`src/rtl/mrb_pkg.sv`:
```
package mrb_pkg;
  localparam int NIB_BITS = 4;
  localparam int DIB_BITS = 2;

  typedef enum logic [1:0] {
    RX_IDLE  = 2'd0,
    RX_ARMED = 2'd1,
    RX_FRAME = 2'd2
  } rx_state_e;
endpackage

```
`src/rtl/mrb_rate_gen.sv`:
```
module mrb_rate_gen #(
  parameter int SLOW_DIV = 10
) (
  input  logic clk,
  input  logic rst_n,
  input  logic fast,
  output logic dibit_en
);
  localparam int CNT_W = (SLOW_DIV > 1) ? $clog2(SLOW_DIV) : 1;
  localparam logic [CNT_W-1:0] LAST = CNT_W'(SLOW_DIV - 1);

  logic [CNT_W-1:0] cnt_q, cnt_d;

  always_comb begin
    if (cnt_q == LAST) cnt_d = '0;
    else               cnt_d = cnt_q + 1'b1;
  end

  always_ff @(posedge clk or negedge rst_n) begin
    if (!rst_n) cnt_q <= '0;
    else        cnt_q <= cnt_d;
  end

  assign dibit_en = fast | (cnt_q == LAST);

  // at the slow rate a symbol enable is never followed by another one
  p_slow_gap_r4: assert property (@(posedge clk) disable iff (!rst_n)
    (!fast && dibit_en) |=> (fast || !dibit_en));
endmodule

```
`src/rtl/mrb_tx_split.sv`:
```
module mrb_tx_split
  import mrb_pkg::*;
#(
  parameter int NIB_W = NIB_BITS,
  parameter int DIB_W = DIB_BITS
) (
  input  logic             clk,
  input  logic             rst_n,
  input  logic             active,
  input  logic             fast,
  input  logic             dibit_en,
  input  logic [NIB_W-1:0] nib_in,
  input  logic             nib_en,
  output logic             nib_stb,
  output logic [DIB_W-1:0] dib_out,
  output logic             dib_en
);
  logic             phase_q, phase_d;
  logic [DIB_W-1:0] hi_q, hi_d;
  logic [DIB_W-1:0] dib_q, dib_d;
  logic             en_q, en_d;

  assign nib_stb = active & dibit_en & ~phase_q;

  always_comb begin
    phase_d = phase_q;
    hi_d    = hi_q;
    dib_d   = dib_q;
    en_d    = en_q;
    if (!active) begin
      phase_d = 1'b0;
      dib_d   = '0;
      en_d    = 1'b0;
    end else if (dibit_en) begin
      if (!phase_q) begin
        dib_d   = nib_in[DIB_W-1:0];
        hi_d    = nib_in[NIB_W-1:DIB_W];
        en_d    = nib_en;
        phase_d = 1'b1;
      end else begin
        dib_d   = hi_q;
        phase_d = 1'b0;
      end
    end
  end

  always_ff @(posedge clk or negedge rst_n) begin
    if (!rst_n) begin
      phase_q <= 1'b0;
      hi_q    <= '0;
      dib_q   <= '0;
      en_q    <= 1'b0;
    end else begin
      phase_q <= phase_d;
      hi_q    <= hi_d;
      dib_q   <= dib_d;
      en_q    <= en_d;
    end
  end

  assign dib_out = dib_q;
  assign dib_en  = en_q;

  // the symbol after a capture is the low half with the captured enable
  p_lo_first_r2: assert property (@(posedge clk) disable iff (!rst_n)
    nib_stb |=> (dib_out == $past(nib_in[DIB_W-1:0]) && dib_en == $past(nib_en)));

  // at full rate the high half follows one clock later
  p_hi_second_r2: assert property (@(posedge clk) disable iff (!rst_n)
    (nib_stb && fast) ##1 fast |=> (!active || dib_out == $past(nib_in[NIB_W-1:DIB_W], 2)));

  // at full rate captures never occur on back-to-back clocks
  p_stb_alt_r3: assert property (@(posedge clk) disable iff (!rst_n)
    (nib_stb && fast) |=> !nib_stb);
endmodule

```
`src/rtl/mrb_rx_merge.sv`:
```
module mrb_rx_merge
  import mrb_pkg::*;
#(
  parameter int NIB_W = NIB_BITS,
  parameter int DIB_W = DIB_BITS
) (
  input  logic             clk,
  input  logic             rst_n,
  input  logic             active,
  input  logic             dibit_en,
  input  logic             crs_dv,
  input  logic [DIB_W-1:0] dib_in,
  input  logic             rx_er_in,
  output logic [NIB_W-1:0] nib_out,
  output logic             nib_stb,
  output logic             dv,
  output logic             crs,
  output logic             er
);
  localparam logic [DIB_W-1:0] PREAMBLE_SYM = DIB_W'(1);

  rx_state_e        state_q, state_d;
  logic             phase_q, phase_d;
  logic [DIB_W-1:0] lo_q, lo_d;
  logic             c0_q, c0_d;
  logic             er0_q, er0_d;
  logic             lost_q, lost_d;
  logic [NIB_W-1:0] nib_q, nib_d;
  logic             stb_q, stb_d;
  logic             dv_q, dv_d;
  logic             crs_q, crs_d;
  logic             er_q, er_d;

  always_comb begin
    state_d = state_q;
    phase_d = phase_q;
    lo_d    = lo_q;
    c0_d    = c0_q;
    er0_d   = er0_q;
    lost_d  = lost_q;
    nib_d   = nib_q;
    stb_d   = 1'b0;
    dv_d    = dv_q;
    crs_d   = crs_q;
    er_d    = er_q;
    if (!active) begin
      state_d = RX_IDLE;
      phase_d = 1'b0;
      lost_d  = 1'b0;
      dv_d    = 1'b0;
      crs_d   = 1'b0;
      er_d    = 1'b0;
    end else if (dibit_en) begin
      unique case (state_q)
        RX_IDLE: begin
          if (!crs_dv) state_d = RX_ARMED;
        end
        RX_ARMED: begin
          if (crs_dv && dib_in == PREAMBLE_SYM) begin
            state_d = RX_FRAME;
            lo_d    = dib_in;
            c0_d    = 1'b1;
            er0_d   = rx_er_in;
            lost_d  = 1'b0;
            phase_d = 1'b1;
          end
        end
        RX_FRAME: begin
          if (!phase_q) begin
            lo_d    = dib_in;
            c0_d    = crs_dv;
            er0_d   = rx_er_in;
            phase_d = 1'b1;
          end else begin
            phase_d = 1'b0;
            if (!c0_q && !crs_dv) begin
              state_d = RX_ARMED;
              dv_d    = 1'b0;
              crs_d   = 1'b0;
              er_d    = 1'b0;
            end else begin
              nib_d = {dib_in, lo_q};
              stb_d = 1'b1;
              dv_d  = 1'b1;
              er_d  = er0_q | rx_er_in;
              if (c0_q && crs_dv && !lost_q) begin
                crs_d = 1'b1;
              end else begin
                crs_d  = 1'b0;
                lost_d = 1'b1;
              end
            end
          end
        end
        default: state_d = RX_IDLE;
      endcase
    end
  end

  always_ff @(posedge clk or negedge rst_n) begin
    if (!rst_n) begin
      state_q <= RX_IDLE;
      phase_q <= 1'b0;
      lo_q    <= '0;
      c0_q    <= 1'b0;
      er0_q   <= 1'b0;
      lost_q  <= 1'b0;
      nib_q   <= '0;
      stb_q   <= 1'b0;
      dv_q    <= 1'b0;
      crs_q   <= 1'b0;
      er_q    <= 1'b0;
    end else begin
      state_q <= state_d;
      phase_q <= phase_d;
      lo_q    <= lo_d;
      c0_q    <= c0_d;
      er0_q   <= er0_d;
      lost_q  <= lost_d;
      nib_q   <= nib_d;
      stb_q   <= stb_d;
      dv_q    <= dv_d;
      crs_q   <= crs_d;
      er_q    <= er_d;
    end
  end

  assign nib_out = nib_q;
  assign nib_stb = stb_q;
  assign dv      = dv_q;
  assign crs     = crs_q;
  assign er      = er_q;

  // a nibble marker always comes with data valid
  p_stb_valid_r6: assert property (@(posedge clk) disable iff (!rst_n)
    nib_stb |-> dv);

  // every nibble takes at least two symbols
  p_stb_gap_r6: assert property (@(posedge clk) disable iff (!rst_n)
    nib_stb |=> !nib_stb);

  // carrier sense is never raised without data valid
  p_crs_in_dv_r7: assert property (@(posedge clk) disable iff (!rst_n)
    crs |-> dv);

  // once carrier is dropped inside a frame it is not raised again in it
  p_crs_sticky_r7: assert property (@(posedge clk) disable iff (!rst_n)
    ($past(dv) && !$past(crs) && dv) |-> !crs);

  // receive error is only reported on a valid nibble
  p_er_in_dv_r8: assert property (@(posedge clk) disable iff (!rst_n)
    er |-> dv);
endmodule

```
`src/rtl/mii_rmii_bridge.sv`:
```
module mii_rmii_bridge
  import mrb_pkg::*;
#(
  parameter int NIB_W    = NIB_BITS,
  parameter int DIB_W    = DIB_BITS,
  parameter int SLOW_DIV = 10
) (
  input  logic             clk,
  input  logic             rst_n,
  input  logic             rmii_sel,
  input  logic             speed_100,
  input  logic [NIB_W-1:0] mac_txd,
  input  logic             mac_tx_en,
  input  logic             mac_tx_er,
  output logic             mac_tx_stb,
  output logic [NIB_W-1:0] mac_rxd,
  output logic             mac_rx_dv,
  output logic             mac_crs,
  output logic             mac_rx_er,
  output logic             mac_col,
  output logic             mac_rx_stb,
  output logic [NIB_W-1:0] phy_txd,
  output logic             phy_tx_en,
  output logic             phy_tx_er,
  input  logic [NIB_W-1:0] phy_rxd,
  input  logic             phy_rx_dv,
  input  logic             phy_crs,
  input  logic             phy_col,
  input  logic             phy_rx_er
);
  localparam int PAD_W = NIB_W - DIB_W;

  logic             dibit_en;
  logic             tx_stb;
  logic [DIB_W-1:0] tx_dib;
  logic             tx_dib_en;
  logic [NIB_W-1:0] rx_nib;
  logic             rx_stb, rx_dv, rx_crs, rx_er;

  mrb_rate_gen #(.SLOW_DIV(SLOW_DIV)) u_rate (
    .clk      (clk),
    .rst_n    (rst_n),
    .fast     (speed_100),
    .dibit_en (dibit_en)
  );

  mrb_tx_split #(.NIB_W(NIB_W), .DIB_W(DIB_W)) u_tx (
    .clk      (clk),
    .rst_n    (rst_n),
    .active   (rmii_sel),
    .fast     (speed_100),
    .dibit_en (dibit_en),
    .nib_in   (mac_txd),
    .nib_en   (mac_tx_en),
    .nib_stb  (tx_stb),
    .dib_out  (tx_dib),
    .dib_en   (tx_dib_en)
  );

  mrb_rx_merge #(.NIB_W(NIB_W), .DIB_W(DIB_W)) u_rx (
    .clk      (clk),
    .rst_n    (rst_n),
    .active   (rmii_sel),
    .dibit_en (dibit_en),
    .crs_dv   (phy_rx_dv),
    .dib_in   (phy_rxd[DIB_W-1:0]),
    .rx_er_in (phy_rx_er),
    .nib_out  (rx_nib),
    .nib_stb  (rx_stb),
    .dv       (rx_dv),
    .crs      (rx_crs),
    .er       (rx_er)
  );

  always_comb begin
    if (rmii_sel) begin
      phy_txd    = {{PAD_W{1'b0}}, tx_dib};
      phy_tx_en  = tx_dib_en;
      phy_tx_er  = 1'b0;
      mac_tx_stb = tx_stb;
      mac_rxd    = rx_nib;
      mac_rx_dv  = rx_dv;
      mac_crs    = rx_crs;
      mac_rx_er  = rx_er;
      mac_col    = 1'b0;
      mac_rx_stb = rx_stb;
    end else begin
      phy_txd    = mac_txd;
      phy_tx_en  = mac_tx_en;
      phy_tx_er  = mac_tx_er;
      mac_tx_stb = 1'b1;
      mac_rxd    = phy_rxd;
      mac_rx_dv  = phy_rx_dv;
      mac_crs    = phy_crs;
      mac_rx_er  = phy_rx_er;
      mac_col    = phy_col;
      mac_rx_stb = 1'b1;
    end
  end
endmodule

```
`config.mk`:
```
export PLATFORM = sky130hd
export DESIGN_NAME = mii_rmii_bridge
export DESIGN_NICKNAME = d
export VERILOG_FILES = /design/src/rtl/mrb_pkg.sv /design/src/rtl/mrb_rate_gen.sv /design/src/rtl/mrb_tx_split.sv /design/src/rtl/mrb_rx_merge.sv /design/src/rtl/mii_rmii_bridge.sv
export SDC_FILE = /design/constraint.sdc
export NUM_CORES = 1
export LEC_CHECK = 0
export CAP_MARGIN = 10
export CORE_ASPECT_RATIO = 2
export CORE_UTILIZATION = 52
export DETAILED_ROUTE_END_ITERATION = 12
export PLACE_DENSITY = 0.86
export SLEW_MARGIN = 20
export SYNTH_ARGS = -nofsm -noshare
export SYNTH_HDL_FRONTEND = slang
export SYNTH_SLANG_ARGS = --single-unit
export TNS_END_PERCENT = 100
```
`constraint.sdc`:
```
create_clock -name clk -period 3.3 [get_ports clk]
set_input_delay 0.66 -clock clk [delete_from_list [all_inputs] [get_ports clk]]
set_output_delay 0.66 -clock clk [all_outputs]
set_load 0.1 [all_outputs]
```
==> results.md <==
GRT:
- The overall fraction of global-route tracks in use is 22.6%.
- The pin count of the biggest net entering global routing is 35.
- The via count of the first global-routing pass is roughly 1100.
- The initial antenna violation count is 0.
- The first global-routing pass estimated 4.65 mm of wire.
- For this run the aggregate overflow at the end of global routing stands at 0.

Floorplan:
- The floorplan die area is about 3000 sq um.
- The floorplan core area is roughly 2600 sq um.
- In this run the horizontal extent of the chip is about 39 um.
- The placement row count is 26.
- The vertical die dimension is roughly 76 um.
- The initial cell density of the core is 54.9%.
- The total I/O pin count is 34.

Route:
- The final layout contains routed wiring with a total length of about 3.0 mm.
- The final routed DRC violation total is 0.
- The initial DRC count is 34.
- After detailed routing, the average wire length per cell comes to between 15 and 20 um.
- The count of nets left with antenna violations once routing finished came out at 0.
- For this run, the detailed router's first-pass iteration total came to 4.
- The total number of vias is 1110.
- The via-per-instance ratio is ~5.7.

Cells and area:
- The number of antenna diodes in the final layout is 0.
- With fillers left out, the area of the finished cells amounts to between 1500 and 2000 sq um.
- The fraction of the core area covered by cells at the end of the flow is 76.8%.
- The proportion of layout cells with a drive suffix above 1 is 28.1%.
- Compared with the post-synthesis result, the final layout area differs by 39.9%.
- The post-layout net count is around 190.

Worst setup path:
- The delay of the slowest cell on the worst path is 470 ps.
- The cell family contributing the most delay on the critical path is buffers and inverters.
- STA puts the critical path data required time at 2640 ps.
- The type of the worst setup path is in -> out.
- The critical path launch point type is a primary input.
- Data on the critical path arrives at its endpoint at 2030 ps.
- The number of buffer and inverter stages on the critical path is 3.
- Walking the worst path, the cells encountered are clkdlybuf4s50_1, buf_4, mux2_2, buf_12.
- The endpoint class of the critical path is an output port.
- Of all nets on the critical path, the largest fanout is 34.
- The slowest stage of the critical path is the sky130_fd_sc_hd__clkdlybuf4s50_1 cell.

Power:
- The clock network is responsible for between 10% and 20% of the overall power.
- In this run the power density over the cells is between 500 and 600 nW/um^2.
- Internal power comes to 713 uW.
- Summed over all nets, the switching power comes to ~460 uW.
- Combinational cells account for a little under half of the total power.
- Across the VDD grid, the largest voltage drop is approximately 0.39 mV.
- The static leakage power is 0.000914 uW.
- The power after layout is 1180 uW.
- The switching share of total power is around 40%.
- The share of power burned in registers is a little under two fifths.

Placed design:
- The area after detailed placement is between 1500 and 2000 sq um.
- In this run the tool buffered the top-level ports with 33 buffer cells.
- The HPWL after detailed placement is around 2.3 mm.
- The last weighted congestion value of the routability-driven placer is about 0.84.
- The post-place setup slack is between 600 and 700 ps.

Logic synthesis:
- The area fraction in compound gates after synthesis is approximately 11%.
- Synthesis produced roughly 130 cells.
- The number of library cell types mapped by synthesis is 32.
- The sequential element share of the synthesized area is a little under half.
- The area of the mapped netlist is 1410 sq um.
- After synthesis, the largest family of logic cells by area is multiplexers.
- The mean instance size in the synthesized netlist is between 10 and 15 sq um.
- The XOR/XNOR share of the synthesized area is under 10%.
- In the synthesized netlist, mux cells make up a little under a fifth of the area.
- The count of state elements after synthesis is 26.
- The simple-gate share of the synthesized area is 15.7%.
- Synthesis produced a netlist with a net count of roughly 160.
- For this run, the number of Yosys warnings is 0.
- After Yosys synthesis, full adders, half adders and majority gates account for ~3.5% of the synthesized area.

CTS:
- The clock tree from TritonCTS is yes.
- Counting every sink on the clock net gives 26.
- In this run the post-CTS setup repair buffer count came out at 0.
- The total clock buffers created by CTS is 3.
- The hold buffer count at CTS is 0.
- The number of H-tree levels is 1.
- The later pin in the worst-skew pair is clocked with a latency of roughly 270 ps.
- The clock-pin slew on the worst setup and hold paths is approximately 70 ps.
- The quantity of gates resized following cts is 0.
- The clock passes through at most 2 buffers.
- The buffer type at the clock tree root is sky130_fd_sc_hd__clkbuf_8.

Timing:
- The slew at the pin closest to its max-slew limit is 371 ps.
- Setup repair after global routing left no endpoint under its margin.
- The final critical path takes up between 80% and 90% of the cycle.
- On the final layout, the worst hold slack is around 480 ps.
- The worst setup skew after layout is 10.6 ps.
- The number of failing hold endpoints at the final stage is 0.
- The tightest slew margin relative to the limit is 75.1%.
- The final max-slew violation count is 0.
- The number of setup violations in the final report is 0.
- Setup slack on the critical path of the routed design comes to 609 ps.
- For this run, the top clock speed supported by timing is roughly 370 MHz.
- The post-layout minimum cycle time is ~2700 ps.

Worst hold path:
- The type of the most critical hold path is reg -> reg.

Job:
- Max-cap violations in this run came to 0.

Status:
- The flow ran to the end, and the final reports show no timing, DRC or antenna violations.
==> layout make-up <==
type                            instances  area [sq um]
Tap cell                               28          35.0
Multi-Input combinational cell         94           704
Inverter                                8          30.0
Sequential cell                        26           651
Fill cell                             171           596
Clock buffer                            3          41.3
Timing Repair Buffer                   36           513
==> worst register-to-register path: stages, from the launching register on <==
cell	delay [ps]
sky130_fd_sc_hd__dfrtp_1	410
sky130_fd_sc_hd__inv_1	110
sky130_fd_sc_hd__ha_1	310
sky130_fd_sc_hd__o211ai_1	190
sky130_fd_sc_hd__or3b_1	550
sky130_fd_sc_hd__mux2_4	360
==> synth_stat cells (all sizes together) <==
library cell  number  area (sq um)
dfrtp             26           651
mux2              19           229
nand2             14          52.6
o21ai             13          65.1
inv                8          30.0
nor2               7          28.8
nor2b              5          31.3
clkbuf             4          15.0
ha                 4          50.1
a21oi              3          15.0
mux2i              3          30.0
o22ai              3          18.8
or3b               3          26.3
a21boi             2          15.0
nand3              2          10.0
o211ai             2          15.0
or4                2          15.0
xnor2              2          17.5
a21o               1          7.51
a22o               1          8.76
and2               1          6.26
and3b              1          8.76
and4bb             1          12.5
buf                1          11.3
nand2b             1          6.26
nor3               1          5.00
nor3b              1          12.5
o221a              1          11.3
or2                1          6.26
==> flip-flops by register name, indices dropped and copies added (netlist names), 2 cells and up <==
register,count
u_rx.lo_q,2
u_tx.dib_out,2
u_tx.hi_q,2
u_rate.cnt_q,4
u_rx.nib_out,4
u_rx.state_q,2
==> metal layers <==
layer  vias up  share of wire, %  global-route usage (%)  wire length, um
li1        531                 -                       -                -
met1       531                36                    23.9             1070
met2        41                57                    40.6             1710
met3         7               4.9                    3.50              146
met4         0               1.9                    11.9               56
met5         -                 0                       0                0
==> worst paths after layout <==
path                       slack [ps]         endpoint       startpoint  cells after the start
setup / recovery                  610        phy_tx_en         rmii_sel                      4
hold / removal                    480  u_tx.dib_out[0]  u_tx.dib_out[0]                      2
setup reg to reg                 1240  u_rx.nib_out[1]  u_rx.state_q[0]                      5
hold reg to reg                   480  u_tx.dib_out[0]  u_tx.dib_out[0]                      2
max in group asynchronous        2290     u_rx.nib_stb            rst_n                      2
min in group asynchronous         750      u_tx.dib_en            rst_n                      2
==> cell usage in the layout (no fill, tap or decap), drive strengths merged <==
cell type      instances
nand2                 14
nand2b                 1
mux2i                  3
or4                    2
nor3                   1
xnor2                  2
dfrtp                 26
inv                    8
a22o                   1
and2                   1
mux2                  19
and4bb                 1
a21o                   1
o21ai                 13
or3b                   3
ha                     4
clkbuf                 3
o221a                  1
nor2                   7
nor2b                  5
nand3                  2
and3b                  1
o22ai                  3
a21oi                  3
buf                   19
or2                    1
a21boi                 2
clkdlybuf4s50         17
nor3b                  1
o211ai                 2
==> power groups by stage <==
stage / Sequential (uW) / Combinational, uW / Clock [uW]
6_report: 443 / 561 / 173
5_1_grt: 452 / 600 / 188
4_1_cts: 442 / 563 / 177
3_5_place_dp: 448 / 563 / 0
3_3_place_gp: 442 / 544 / 0
2_1_floorplan: 430 / 391 / 0
==> cell families (layout without fill, tap and decap cells) <==
kind of cell,Yosys count,after routing
fa+ha+maj,4,4
mux,22,22
flops,26,26
xor+xnor,2,2
simple gates,40,40
buf+inv,13,47
compound gates,26,26
==> stage by stage <==
step                TNS [ps]  instances
finish                     0        195
global route               0        195
floorplan              -1130        133
detailed placement         0        192
global placement           0        192
CTS                        0        195
No activity file was read; power rests on OpenSTA's default activity.
